### src/rtl/pcadm_pkg.sv
package pcadm_pkg;

  // Room check: held entries plus requested entries must not pass the limit.
  function automatic logic has_room(input int unsigned held,
                                    input int unsigned extra,
                                    input int unsigned need,
                                    input int unsigned limit);
    return (held + extra + need) <= limit;
  endfunction

  // Next counter value. A decrement on an empty counter with no add is dropped.
  function automatic int unsigned occ_next(input int unsigned cur,
                                           input logic add_en,
                                           input int unsigned add_n,
                                           input logic sub_en);
    int unsigned sum;
    sum = cur + (add_en ? add_n : 0);
    if (sub_en && sum != 0) sum = sum - 1;
    return sum;
  endfunction

endpackage

### src/rtl/pcadm_steer.sv
module pcadm_steer #(
  parameter int AW        = 16,
  parameter int SEL_BIT   = 6,
  parameter int unsigned MEM_BYTES = 32'h0000_C000
) (
  input  logic [AW-1:0] addr,
  output logic          lane,
  output logic          in_range
);
  assign lane     = addr[SEL_BIT];
  assign in_range = 32'(addr) < MEM_BYTES;
endmodule

### src/rtl/pcadm_occ.sv
module pcadm_occ #(
  parameter int CW = 4,
  parameter int BW = 3
) (
  input  logic          clk,
  input  logic          rst_n,
  input  logic          add_en,
  input  logic [BW-1:0] add_n,
  input  logic          sub_en,
  output logic [CW-1:0] occ
);
  import pcadm_pkg::*;

  logic [CW-1:0] occ_q;
  logic [CW-1:0] occ_d;

  always_comb occ_d = CW'(occ_next(32'(occ_q), add_en, 32'(add_n), sub_en));

  always_ff @(posedge clk) begin
    if (!rst_n) occ_q <= '0;
    else        occ_q <= occ_d;
  end

  assign occ = occ_q;
endmodule

### src/rtl/pcadm_retry.sv
module pcadm_retry (
  input  logic clk,
  input  logic rst_n,
  input  logic set_i,
  input  logic room_i,
  output logic flag_o,
  output logic pulse_o
);
  logic flag_q;
  logic pulse_q;

  always_ff @(posedge clk) begin
    if (!rst_n) begin
      flag_q  <= 1'b0;
      pulse_q <= 1'b0;
    end else begin
      flag_q  <= set_i | (flag_q & ~room_i);
      pulse_q <= flag_q & room_i & ~set_i;
    end
  end

  assign flag_o  = flag_q;
  assign pulse_o = pulse_q;
endmodule

### src/rtl/pcadm_admit.sv
module pcadm_admit #(
  parameter int AW        = 16,
  parameter int SEL_BIT   = 6,
  parameter int unsigned MEM_BYTES = 32'h0000_C000,
  parameter int RD_CAP    = 16,
  parameter int WR_CAP    = 16,
  parameter int BW        = 3,
  localparam int HALF_RD  = RD_CAP / 2,
  localparam int HALF_WR  = WR_CAP / 2,
  localparam int HALF_MAX = (HALF_RD > HALF_WR) ? HALF_RD : HALF_WR,
  localparam int CW       = $clog2(HALF_MAX + 1)
) (
  input  logic                 clk,
  input  logic                 rst_n,
  input  logic                 req_valid,
  output logic                 req_ready,
  input  logic [AW-1:0]        req_addr,
  input  logic                 req_write,
  input  logic [BW-1:0]        req_beats,
  input  logic [1:0][CW-1:0]   resp_occ,
  input  logic [1:0]           deq_rd,
  input  logic [1:0]           deq_wr,
  output logic                 enq_valid,
  output logic                 enq_ch,
  output logic                 enq_write,
  output logic [BW-1:0]        enq_beats,
  output logic [1:0]           kick,
  output logic                 req_err,
  output logic [1:0][CW-1:0]   rd_occ,
  output logic [1:0][CW-1:0]   wr_occ,
  output logic [1:0]           retry_rd,
  output logic [1:0]           retry_wr
);
  import pcadm_pkg::*;

  // Named internal events
  logic       lane;
  logic       in_range;
  logic [1:0] rd_fit;
  logic [1:0] wr_fit;
  logic [1:0] rd_room;
  logic [1:0] wr_room;
  logic       fit_sel;
  logic       accept;
  logic       reject;
  logic [1:0] acc_rd;
  logic [1:0] acc_wr;
  logic [1:0] rej_rd;
  logic [1:0] rej_wr;
  logic [1:0] flag_rd;
  logic [1:0] flag_wr;

  pcadm_steer #(
    .AW(AW), .SEL_BIT(SEL_BIT), .MEM_BYTES(MEM_BYTES)
  ) u_steer (
    .addr(req_addr), .lane(lane), .in_range(in_range)
  );

  assign fit_sel   = req_write ? wr_fit[lane] : rd_fit[lane];
  assign req_ready = ~in_range | fit_sel;
  assign accept    = req_valid & in_range & fit_sel;
  assign reject    = req_valid & in_range & ~fit_sel;
  assign req_err   = req_valid & ~in_range;

  assign enq_valid = accept;
  assign enq_ch    = lane;
  assign enq_write = req_write;
  assign enq_beats = req_beats;

  for (genvar c = 0; c < 2; c++) begin : g_lane
    logic hit;
    assign hit = (lane == 1'(c));

    assign rd_fit[c]  = has_room(32'(rd_occ[c]), 32'(resp_occ[c]),
                                 32'(req_beats), HALF_RD);
    assign wr_fit[c]  = has_room(32'(wr_occ[c]), 0, 32'(req_beats), HALF_WR);
    assign rd_room[c] = has_room(32'(rd_occ[c]), 32'(resp_occ[c]), 1, HALF_RD);
    assign wr_room[c] = has_room(32'(wr_occ[c]), 0, 1, HALF_WR);

    assign acc_rd[c] = accept & hit & ~req_write;
    assign acc_wr[c] = accept & hit &  req_write;
    assign rej_rd[c] = reject & hit & ~req_write;
    assign rej_wr[c] = reject & hit &  req_write;

    assign kick[c] = accept & hit & (rd_occ[c] == '0) & (wr_occ[c] == '0);

    pcadm_occ #(.CW(CW), .BW(BW)) u_rd_occ (
      .clk(clk), .rst_n(rst_n), .add_en(acc_rd[c]), .add_n(req_beats),
      .sub_en(deq_rd[c]), .occ(rd_occ[c])
    );
    pcadm_occ #(.CW(CW), .BW(BW)) u_wr_occ (
      .clk(clk), .rst_n(rst_n), .add_en(acc_wr[c]), .add_n(req_beats),
      .sub_en(deq_wr[c]), .occ(wr_occ[c])
    );

    pcadm_retry u_rd_retry (
      .clk(clk), .rst_n(rst_n), .set_i(rej_rd[c]), .room_i(rd_room[c]),
      .flag_o(flag_rd[c]), .pulse_o(retry_rd[c])
    );
    pcadm_retry u_wr_retry (
      .clk(clk), .rst_n(rst_n), .set_i(rej_wr[c]), .room_i(wr_room[c]),
      .flag_o(flag_wr[c]), .pulse_o(retry_wr[c])
    );
  end
endmodule

### config.mk
export PLATFORM = sky130hd
export DESIGN_NAME = pcadm_admit
export DESIGN_NICKNAME = d
export VERILOG_FILES = /design/src/rtl/pcadm_pkg.sv /design/src/rtl/pcadm_steer.sv /design/src/rtl/pcadm_occ.sv /design/src/rtl/pcadm_retry.sv /design/src/rtl/pcadm_admit.sv
export SDC_FILE = /design/constraint.sdc
export NUM_CORES = 1
export LEC_CHECK = 0
export ABC_AREA = 1
export BUFFER_PORTS_ARGS = -buffer_cell sky130_fd_sc_hd__buf_2
export CORE_MARGIN = 8
export CORE_UTILIZATION = 50
export DETAILED_ROUTE_END_ITERATION = 6
export PLACE_DENSITY = 0.75
export SYNTH_ARGS = -nofsm -noshare
export SYNTH_HDL_FRONTEND = slang
export SYNTH_SLANG_ARGS = --single-unit
### constraint.sdc
create_clock -name clk -period 7.3 [get_ports clk]
set_clock_uncertainty 0.05 [all_clocks]
set_input_delay 0.365 -clock clk [delete_from_list [all_inputs] [get_ports clk]]
set_output_delay 0.365 -clock clk [all_outputs]
set_load 0.02 [all_outputs]
== Yosys cells after proc, flatten, opt, wreduce, memory -nomap -nowiden ==
Index checks and enable logic that the tools add are counted.

* Register bits after elaboration: 24
* Latch bits: 0
* RAM bits: 0
* Bits in read-only memories: 0
* Input bits: 35
* Output and inout port bits: 30
* Logic and storage cells: 114
* Memories kept: 0

* $add $sub $neg: 18
* Multipliers: 0
* Div/mod/pow operators: 0
* Magnitude comparators: 10
* Eq/ne operators: 0
* Shift operators: 0
* Muxes and demuxes: 13
* Bitwise gates (word level): 49
* Reductions and logical operators: 12

{| class="wikitable"
|+ Operators by type and width
! cell !! count
|-
| $reduce_bool 32->1 || 4
|-
| $add 32x3->32 || 2
|-
| $le 32x4->1 const B || 2
|-
| $and 1x1->1 || 32
|-
| $add 4x3->5 || 6
|-
| $le 5x4->1 const B || 4
|-
| $logic_not 4->1 || 4
|-
| $lt 16x16->1 const B || 1
|-
| $mux 4 || 4
|-
| $sub 4x1->4 const B || 4
|-
| $add 5x1->6 const B || 2
|-
| $le 6x4->1 const B || 2
|-
| $mux 3 || 4
|-
| $not 1->1 || 12
|-
| $add 4x1->5 const B || 2
|-
| $add 4x4->5 || 2
|-
| $mux 1 || 5
|-
| $or 1x1->1 || 5
|-
| $logic_and 1x1->1 || 4
|-
| $lt 1x2->1 const B || 1
|}

== Logic depth before layout (Yosys ltp) ==
* Word-level depth: 14
* Gate-level depth with buffers: 30
* Depth with buffers taken out: 30

== Modules after synthesis ==
Synthesis repeated with hierarchy kept, for this count alone.

* Cells, all modules: 475
* Area, all modules: 3041.7 µm²

{| class="wikitable"
|+ Modules (own cells, without submodules)
! module !! times used !! cells an instance !! area each (µm²) !! seq. area each (µm²)
|-
| pcadm_occ || 4 || 65 || 409.1 || 80.1
|-
| pcadm_admit || 1 || 177 || 1103.6 || 0.0
|-
| pcadm_retry || 4 || 9 || 72.6 || 40.0
|-
| pcadm_steer || 1 || 2 || 11.3 || 0.0
|}

== Least setup slack after synthesis ==
Ideal clock, no wire load.

* Path kind: register to register
* From: register g_lane[1].u_rd_occ.occ_q[0]
* To: register g_lane[0].u_rd_occ.occ_q[3]
* Library setup time: 0.132 ns
* Arrival: 3.968 ns
* Data required time: 7.118 ns
* Path slack: 3.151 ns
* Cell stages (with the launch flop): 28
* Buffers on the path: 0
* Period minus slack after synthesis: 4.149 ns
* Cell sequence: dfxtp_1 > ha_1 > fa_1 > inv_1 > fa_1 > inv_1 > a21oi_1 > nor2_1 > nand3_2 > nand2_1 > nand3_1 > nand3_2 > nand2_4 > inv_4 > nand3_4 > nor3_2 > ha_1 > fa_1 > inv_1 > ha_1 > inv_1 > nor3_1 > nand2_1 > nand2_1 > inv_1 > nand2_1 > o21a_1 > nor3_1

* Longest elaborated chain between the ends: 14
* Elaborated cells on any way between the ends: 15
* Classes of those cells: add/sub: 4; order compare: 1; mux: 5; bitwise: 3; reduce/logical: 2

{| class="wikitable"
|+ RTL lines
! element !! line !! text
|-
| start: declaration || pcadm_occ.sv:14 || <nowiki>logic [CW-1:0] occ_q;</nowiki>
|-
| start signal: assignment || pcadm_occ.sv:20 || <nowiki>if (!rst_n) occ_q <= '0;</nowiki>
|-
| start signal: assignment || pcadm_occ.sv:21 || <nowiki>else occ_q <= occ_d;</nowiki>
|-
| $add 4x4->5 * || pcadm_pkg.sv:8 || <nowiki>return (held + extra + need) <= limit;</nowiki>
|-
| $add 32x3->32 * || pcadm_pkg.sv:8 ||
|-
| $le 32x4->1 * || pcadm_pkg.sv:8 ||
|-
| $mux 1 (not written as such) * (2 in a row) || pcadm_admit.sv:59 || <nowiki>assign fit_sel = req_write ? wr_fit[lane] : rd_fit[lane];</nowiki>
|-
| $mux 1 * || pcadm_admit.sv:59 ||
|-
| $and 1x1->1 * || pcadm_admit.sv:61 || <nowiki>assign accept = req_valid & in_range & fit_sel;</nowiki>
|-
| $and 1x1->1 * (2 in a row) || pcadm_admit.sv:80 || <nowiki>assign acc_rd[c] = accept & hit & ~req_write;</nowiki>
|-
| $mux 3 * || pcadm_pkg.sv:17 || <nowiki>sum = cur + (add_en ? add_n : 0);</nowiki>
|-
| $add 4x3->5 * || pcadm_pkg.sv:17 ||
|-
| branches (longest 2 deep; another with $sub 4x1->4) || n/a ||
|-
| $mux 4 * || pcadm_pkg.sv:18 || <nowiki>if (sub_en && sum != 0) sum = sum - 1;</nowiki>
|-
| end signal: assignment || pcadm_occ.sv:20 ||
|-
| end signal: assignment || pcadm_occ.sv:21 ||
|-
| end: declaration || pcadm_occ.sv:14 ||
|}

Mark *: on every way between the ends. The select of a mux whose other input is x is not followed.
A chain may end at the register's enable or synchronous reset.

== Worst setup path in the final report ==
* From: register g_lane[0].u_rd_occ.occ_q[0]
* To: register g_lane[0].u_rd_occ.occ_q[3]

* Longest elaborated chain between the ends: 14
* Elaborated cells on any way between the ends: 15
* Classes of those cells: add/sub: 4; order compare: 1; mux: 5; bitwise: 3; reduce/logical: 2

{| class="wikitable"
|+ RTL lines
! element !! line
|-
| $add 4x4->5 || pcadm_pkg.sv:8
|-
| $add 32x3->32 || pcadm_pkg.sv:8
|-
| $le 32x4->1 || pcadm_pkg.sv:8
|-
| $mux 1 (not written as such) (2 in a row) || pcadm_admit.sv:59
|-
| $mux 1 || pcadm_admit.sv:59
|-
| $and 1x1->1 || pcadm_admit.sv:61
|-
| $and 1x1->1 (2 in a row) || pcadm_admit.sv:80
|-
| $mux 3 || pcadm_pkg.sv:17
|-
| $add 4x3->5 * || pcadm_pkg.sv:17
|-
| branches (longest 2 deep; another with $sub 4x1->4) || n/a
|-
| $mux 4 * || pcadm_pkg.sv:18
|}

Marked as above.

==> reports/qor.csv <==
stage;metric;value;unit
timing;fin_crit;4.50;ns
logic_synthesis;synth-seq-cells;24;
layout;layout_commonest_cell;nand2_1;
logic_synthesis;yosys_warnings;0;
detailed_routing;viasPerCell;5.14;
logic_synthesis;synth_nets;450;
timing;worst_slew_pin_slew;0.628;ns
timing;finalSetupViolations;0;
layout;final_util;58.3;%
layout;insertedDiodeCount;0;
outcome;status;finished clean;
pwr;p_comb_share;69.9;%
die;row_count;26;
cts;cts_made_buffers;3;
detailed_routing;via_count;2476;
layout;area_growth_syn_to_layout;11.8;%
detailed_routing;wire_per_inst;12.6;µm
grt;grt_usage;16.1;%
die;fp.dieW;89.0;µm
setup_path;r2r_slack;2.80;ns
grt;antenna_found_initial;0;
cts;cts_sinks;24;
logic_synthesis;synth.area.mux_share;0;%
setup_path;cp_max_fo;7;
placed_design;place_congestion;0.862;
timing;min_period_over_period;61.6;%
logic_synthesis;synth_xor_area_share;4.94;%
logic_synthesis;synth.distinct_cells;31;
pwr;swShare;52.8;%
timing;holdWs;0.345;ns
timing;tns;0;ns
detailed_routing;drt_wl_total;6070;µm
layout;nets;494;
placed_design;placed_cells;478;
detailed_routing;drtPass1Iterations;4;
pwr;p_leak;1.67;nW
setup_path;required;7.45;ns
hold_path;holdPathStages;4;
die;dieArea;7910;µm²
grt;grt_max_degree;15;
setup_path;reg2reg_to;g_lane[0].u_rd_occ.occ[3];
hold_path;hold_path.class;input pin to flop;
hold_path;worstHoldStart;deq_rd[0];
layout;instances_no_fill;482;
setup_path;cp-end-kind;flop;
cts;clk_pin_slew;0.09;ns
pwr;p_int;0.519;mW
timing;slew_viol_final;0;
setup_path;slowest_delay;0.44;ns
placed_design;portBuffers;51;
pwr;p_seq_share;21.5;%
logic_synthesis;synth_top_area_cell;dfxtp_1;
cts;cts_buffer_depth;2;
cts;post_cts_buffers;0;
setup_path;rr_worst_depth;28;
cts;cts_tree;built;
detailed_routing;drc;0;
logic_synthesis;ys_seq_area_share;18.1;%
grt;grt_pass1_vias;2419;
layout;final_cell_mix;nand2_1 (71), inv_1 (62), buf_2 (51);
setup_path;cp_data_arrival_time;4.65;ns
setup_path;critPathMostFrequentCell;nand2_1;
logic_synthesis;synth_top_family_by_area;simple AND/OR/NAND/NOR gates;
flow_run;timing.max_cap.violations;0;
die;initial_core_util;52.1;%
hold_path;holdPathEnd;g_lane[0].u_rd_occ.occ[0];
cts;clk-insertion-delay-late;0.27;ns
setup_path;cp.buffers_inverters;4;
die;pin_count;65;
timing;slew_headroom;57.9;%
logic_synthesis;synthSimpleGateAreaFrac;30.2;%
grt;grt_overflow;0;
detailed_routing;detail-route-antenna-nets;0;
setup_path;crit_slowest_cell;fa_1;
placed_design;dp.final_hpwl;5060;µm
logic_synthesis;synthCells;369;
logic_synthesis;avgSynthCellArea;7.21;µm²
setup_path;start_kind;flop;
detailed_routing;first_iter_violations;105;
cts;ctsResizeCount;0;
die;core;5110;µm²
setup_path;path_class;flop to flop;
grt;grt_pass1_wl;10300;µm
logic_synthesis;synth_top_area_share;18.1;%
cts;htreeDepth;1;
pwr;peakVddDrop;0.194;mV
cts;postCtsHoldBufs;0;
layout;drive_gt1_share;18.9;%
setup_path;crit_family;adder cells;
logic_synthesis;syn_area;2660;µm²
pwr;clkPwrFrac;8.7;%
pwr;powerDensity;369;nW/µm²
timing;fmax;222;MHz
logic_synthesis;synth_compound_area_share;9.97;%
timing;grt_setup_unrepaired;no;
pwr;power;1.10;mW
logic_synthesis;synth_adder_area_share;24.4;%
die;die_h;89.0;µm
cts;root_buffer;clkbuf_8;
pwr;power_switching;0.581;mW
setup_path;rr_startpoint;g_lane[0].u_rd_occ.occ[0];
logic_synthesis;synthTopCellsByArea;dfxtp_1 (18%), ha_1 (17%), nand2_1 (10%);
timing;final-hold-violation-count;0;
==> logic make-up after synthesis <==
family	after synthesis
flip-flops	24
AO/OA/AOI/OAI	49
adder cells (fa/ha/maj)	46
AND/OR/NAND/NOR	158
buffers and inverters	77
XOR/XNOR	15
==> worst reg2reg max path, delay by kind of cell (launching register included) <==
family | cells | cell delay [ns]
adder cells (fa/ha/maj) | 6 | 1.77
buffers and inverters | 4 | 0.33
flip-flops | 1 | 0.37
AND/OR/NAND/NOR | 17 | 1.75
XOR/XNOR | 1 | 0.16
==> cell usage after synthesis (all sizes together) <==
master and number:
fa 10, a31oi 1, o21a 1, xnor2 4, nand3 28, dfxtp 24
nor4 5, clkbuf 2, or2 1, ha 36, a21oi 29, buf 10
nand4 7, nor3 20, o211ai 2, nor2 17, nand2 75, inv 64
o21ai 15, nand3b 5, o31a 1, xor2 11, clkinv 1
==> power by group through the flow <==
stage | Combinational [mW] | Sequential, mW | Clock (mW)
2_1_floorplan | 0.558 | 0.272 | 0
3_3_place_gp | 0.743 | 0.242 | 0
3_5_place_dp | 0.769 | 0.242 | 0
4_1_cts | 0.774 | 0.239 | 0.0969
5_1_grt | 0.882 | 0.247 | 0.103
6_report | 0.768 | 0.236 | 0.0952
==> how the worst max path moves through the flow <==
stage / startpoint / endpoint / slack (ns) / cells after the start
after CTS: g_lane[1].u_rd_occ.occ[0] / g_lane[0].u_rd_occ.occ[3] / 2.79 / 27
after floorplan: g_lane[1].u_rd_occ.occ[0] / g_lane[0].u_rd_occ.occ[3] / 3.15 / 27
final: g_lane[0].u_rd_occ.occ[0] / g_lane[0].u_rd_occ.occ[3] / 2.80 / 28
after global placement: resp_occ[0] / g_lane[0].u_rd_occ.occ[3] / 2.80 / 29
after detailed placement: resp_occ[4] / g_lane[0].u_rd_occ.occ[3] / 2.70 / 28
after global routing: g_lane[1].u_rd_occ.occ[0] / g_lane[0].u_wr_occ.occ[3] / 2.38 / 29
==> stage by stage <==
step / cell area, µm² / setup slack [ns]
3_3_place_gp: 2920 / 2.80
6_report: 2980 / 2.80
4_1_cts: 2980 / 2.79
3_5_place_dp: 2920 / 2.70
5_1_grt: 2980 / 2.38
2_1_floorplan: 2660 / 3.15
==> registers in the layout (all words and copies together), names as in the netlist <==
name                       count
g_lane.u_wr_occ.occ            8
g_lane.u_wr_retry.flag_o       2
g_lane.u_rd_retry.flag_o       2
g_lane.u_rd_occ.occ            8
g_lane.u_rd_retry.pulse_o      2
g_lane.u_wr_retry.pulse_o      2
==> layer usage <==
layer	GRT usage [%]	wire length (µm)	up-vias
li1	-	-	1298
met3	1.93	296	4
met1	18.8	2700	1132
met2	30.6	3040	42
met4	3.17	38	0
met5	0	0	-
==> cell type report <==
| cell class | count | area [µm²] |
|---|---|---|
| fill | 494 | 2130 |
| multi-input combinational | 268 | 1850 |
| tap | 70 | 87.6 |
| timing repair buffer | 51 | 255 |
| inverter | 65 | 246 |
| sequential | 24 | 480 |
| clock buffer | 4 | 55.1 |
Note: power is estimated with default switching activity, not from simulation.
